### src/rtl/page_sel.sv
module page_sel #(
  parameter int CMD_W = 8,
  parameter logic [CMD_W-1:0] I2C_EXT_ON   = 8'h98,
  parameter logic [CMD_W-1:0] I2C_EXT_OFF  = 8'h99,
  parameter logic [CMD_W-1:0] I2C_EE_ON    = 8'h9A,
  parameter logic [CMD_W-1:0] I2C_EE_OFF   = 8'h9B,
  parameter logic [CMD_W-1:0] JTAG_EXT_ON  = 8'h09,
  parameter logic [CMD_W-1:0] JTAG_EXT_OFF = 8'h0A,
  parameter logic [CMD_W-1:0] JTAG_EE_ON   = 8'h0B,
  parameter logic [CMD_W-1:0] JTAG_EE_OFF  = 8'h0C
) (
  input  logic             clk,
  input  logic             rst_n,
  input  logic             i2c_vld,
  input  logic [CMD_W-1:0] i2c_cmd,
  input  logic             jtag_vld,
  input  logic [CMD_W-1:0] jtag_cmd,
  output logic [1:0]       page,
  output logic             conflict,
  output logic             fwd_vld,
  output logic [CMD_W-1:0] fwd_cmd,
  output logic             fwd_src
);
  localparam logic [1:0] PG_DEF = 2'b00;
  localparam logic [1:0] PG_EXT = 2'b01;
  localparam logic [1:0] PG_EE  = 2'b10;

  logic solo_i2c, solo_jtag, clash;
  logic go_ext, go_ee, go_def, hit;
  logic [CMD_W-1:0] cmd;

  assign solo_i2c  = i2c_vld & ~jtag_vld;
  assign solo_jtag = jtag_vld & ~i2c_vld;
  assign clash     = i2c_vld & jtag_vld;
  assign cmd       = solo_jtag ? jtag_cmd : i2c_cmd;

  assign go_ext = (solo_i2c  && i2c_cmd  == I2C_EXT_ON) ||
                  (solo_jtag && jtag_cmd == JTAG_EXT_ON);
  assign go_ee  = (solo_i2c  && i2c_cmd  == I2C_EE_ON) ||
                  (solo_jtag && jtag_cmd == JTAG_EE_ON);
  assign go_def = (solo_i2c  && (i2c_cmd  == I2C_EXT_OFF  || i2c_cmd  == I2C_EE_OFF)) ||
                  (solo_jtag && (jtag_cmd == JTAG_EXT_OFF || jtag_cmd == JTAG_EE_OFF));
  assign hit    = go_ext | go_ee | go_def;

  always_ff @(posedge clk) begin
    if (!rst_n) begin
      page     <= PG_DEF;
      conflict <= 1'b0;
      fwd_vld  <= 1'b0;
      fwd_cmd  <= '0;
      fwd_src  <= 1'b0;
    end else begin
      conflict <= clash;
      fwd_vld  <= (solo_i2c | solo_jtag) & ~hit;
      if ((solo_i2c | solo_jtag) & ~hit) begin
        fwd_cmd <= cmd;
        fwd_src <= solo_jtag;
      end
      if (go_ext)      page <= PG_EXT;
      else if (go_ee)  page <= PG_EE;
      else if (go_def) page <= PG_DEF;
    end
  end
endmodule

### config.mk
export PLATFORM = sky130hd
export DESIGN_NAME = page_sel
export DESIGN_NICKNAME = d
export VERILOG_FILES = /design/src/rtl/page_sel.sv
export SDC_FILE = /design/constraint.sdc
export NUM_CORES = 1
export LEC_CHECK = 0
export BUFFER_PORTS_ARGS = -buffer_cell sky130_fd_sc_hd__buf_2
export CAP_MARGIN = 20
export CORE_UTILIZATION = 45
export DETAILED_ROUTE_END_ITERATION = 16
export PLACE_DENSITY = 0.76
export SLEW_MARGIN = 10
export SYNTH_ARGS = -nofsm -noshare
export SYNTH_HDL_FRONTEND = slang
export SYNTH_SLANG_ARGS = --single-unit
### constraint.sdc
create_clock -name clk -period 1.6 [get_ports clk]
set_clock_uncertainty 0.1 [all_clocks]
set_input_delay 0 -clock clk [delete_from_list [all_inputs] [get_ports clk]]
set_output_delay 0 -clock clk [all_outputs]
set_load 0.005 [all_outputs]
==> flow_summary.yaml <==
run_status:
  status: "complete, no violations"
placed_design:
  place_area_um2: 901
  dp.cells: 118
  portBuffers: 32
  pre_cts_ws_ns: 0.163
  place_hpwl_um: 1300
  place_congestion: 0.842
logic_synthesis:
  synth_cell_types: 26
  synth_area_um2: 762
  yosys.area_share.adder: 0.0493
  yosysTopAreaCellShare: 0.342
  synth_seq_area_share: 0.342
  yosysTopAreaCell: "dfxtp_1"
  netlist_instances: 73
  ys_warn_count: 0
  yosys.area_share.simple: 0.218
  synthXorXnorAreaFrac: 0.0115
  synth_area_leaders: "dfxtp_1, mux2i_1, o211a_1, buf_6, nand3_1"
  ys_seq_elements: 13
  syn_avg_cell_area_um2: 10.4
  synth_compound_area_frac: 0.172
  synth_nets: 96
  synth_top_family_by_area: "simple AND/OR/NAND/NOR gates"
  yosys-mux-area-fraction: 0.118
pwr:
  internal_power_mw: 0.532
  powerDensity_mw_per_mm2: 760
  pwr-share-comb: 0.227
  finalPower_mw: 0.728
  p_clk_frac: 0.279
  p_seq_frac: 0.494
  p_leak_nw: 0.515
  peakVddDrop_mv: 0.452
  swShare: 0.268
  p_sw_mw: 0.195
routing:
  drtPass1Iterations: 4
  drtIter0Drc: 20
  final_antenna_net_count: 0
  drt-total-wl_um: 1670
  post_drt_wl_per_cell_um: 13.3
  vias: 691
  vias_per_cell: 5.53
  drc_errors: 0
floorplan:
  die_height_um: 43.2
  io_pins: 33
  core_area_mm2: 0.00154
  die_w_um: 43.2
  rows: 14
  start_util: 0.494
  fp.dieArea_mm2: 0.00186
cells_and_area:
  design_area_um2: 957
  final_common_cell: "buf_2"
  layout.nets: 133
  antennaDiodeCount: 0
  layout-drive-gt1-share: 0.376
  mostFrequentLayoutCells: "buf_2, dfxtp_1, mux2i_1"
  area_growth_pct: 25.6
  final_cells: 125
  final_core_util: 0.621
worst_setup_path:
  critPathBufInv: 2
  cp.depth: 5
  critPathKind: "in2reg"
  cp_slowest_stage_delay_ns: 0.53
  arrival_ns: 1.43
  path_max_fanout: 3
  end_kind: "flip-flop"
  crit_chain: "dlygate4sd3_1 > buf_2 > or4_1 > o21ai_0 > o21a_1"
  cpMaxStageDelayCell: "dlygate4sd3_1"
  rr_worst_depth: 2
  critical-path-top-delay-family: "buffers and inverters"
  startpoint_type: "input port"
  crit_required_ns: 1.72
cts:
  root_buffer: "clkbuf_4"
  cts.clk_slew.worst_paths_ns: 0.08
  htreeDepth: 1
  cts_hold_buf: 3
  cts_setup_buffers: 0
  cts.path.max_buffers: 2
  post_cts_resized: 0
  clkLatencyLatePin_ns: 0.27
  cts-buffers-inserted: 3
  clock-sinks: 13
  cts_tree: "done"
sta:
  worstMarginPinSlew_ns: 0.311
  fin_ws_ns: 0.290
  period_share: 0.819
  timing.fmax_ghz: 0.763
  hold_viol_final: 0
  finalCriticalPeriod_ns: 1.31
  slew-limit-headroom: 0.793
  holdWs_ns: 0.00383
  drv_slew: 0
  setup_viol: 0
  setup_tns_ns: 0
  grt_setup_unrepaired: "false"
grt:
  met2_usage: 0.304
  grt_max_degree: 15
  grt_pass1_vias: 652
  antenna_found_initial: 0
  grtUsageTotal: 0.176
  grt_use_met1: 0.225
  grt_busiest_layer: "met2"
  overflow: 0
  met3_usage: 0.0298
  grt_pass1_wl_um: 2570
run:
  max_cap_viol_count: 0
min_path:
  hold_path_depth: 3
  hold_class: "in2reg"
==> Yosys cell counts (all sizes together) <==
cell type and number:
dfxtp 13, mux2i 9, nand3 8, o211a 8, buf 5, ha 3, inv 3, nand2 3
and2 2, and3 2, o21a 2, o21ai 2, a211oi 1, and4bb 1, nand3b 1, nand4 1
nand4b 1, nand4bb 1, nor2 1, o21ba 1, o311ai 1, or2 1, or3 1, or4 1
xnor2 1
==> registers in the layout (all words and copies together), names as in the netlist <==
| register | flops |
|---|---|
| conflict | 1 |
| fwd_cmd | 8 |
| fwd_src | 1 |
| fwd_vld | 1 |
| page | 2 |
==> area by class of cell <==
type / count / area [um2]
timing repair buffer: 37 / 205
multi-input combinational: 52 / 434
tap: 16 / 20.0
sequential: 13 / 260
inverter: 3 / 11.3
clock buffer: 4 / 26.3
fill: 139 / 584
==> per-layer routing <==
metal | share of wire | wire, um
met1 | 0.45 | 748
met5 | 0 | 0
met2 | 0.45 | 749
met3 | 0.089 | 148
met4 | 0.013 | 21
==> worst reg2reg max path, cell delays in order (launching register included) <==
cell and delay [ns]:
dfxtp_1 0.31, and3_1 0.13, o21a_1 0.16
==> cells by family after synthesis <==
family | Yosys count
adders and majority gates | 3
AOI/OAI and AO/OA | 15
xor gates and xnor gates | 1
muxes | 9
buffers and inverters | 8
DFF | 13
and+or+nand+nor | 24
==> path summary, 6_finish.rpt <==
check / startpoint / endpoint / slack, ns
hold / removal: i2c_vld / conflict / 0.004
hold reg to reg: fwd_src / fwd_src / 0.37
setup / recovery: i2c_cmd[0] / page[0] / 0.29
setup reg to reg: page[0] / page[0] / 0.80
==> power by group through the flow <==
stage / Sequential, mW / Combinational [mW] / Clock (mW)
finish: 0.360 / 0.165 / 0.203
global route: 0.363 / 0.181 / 0.217
CTS: 0.360 / 0.166 / 0.209
detailed placement: 0.367 / 0.160 / 0
global placement: 0.367 / 0.156 / 0
floorplan: 0.371 / 0.0975 / 0
Power figures use the tool's default switching activity.
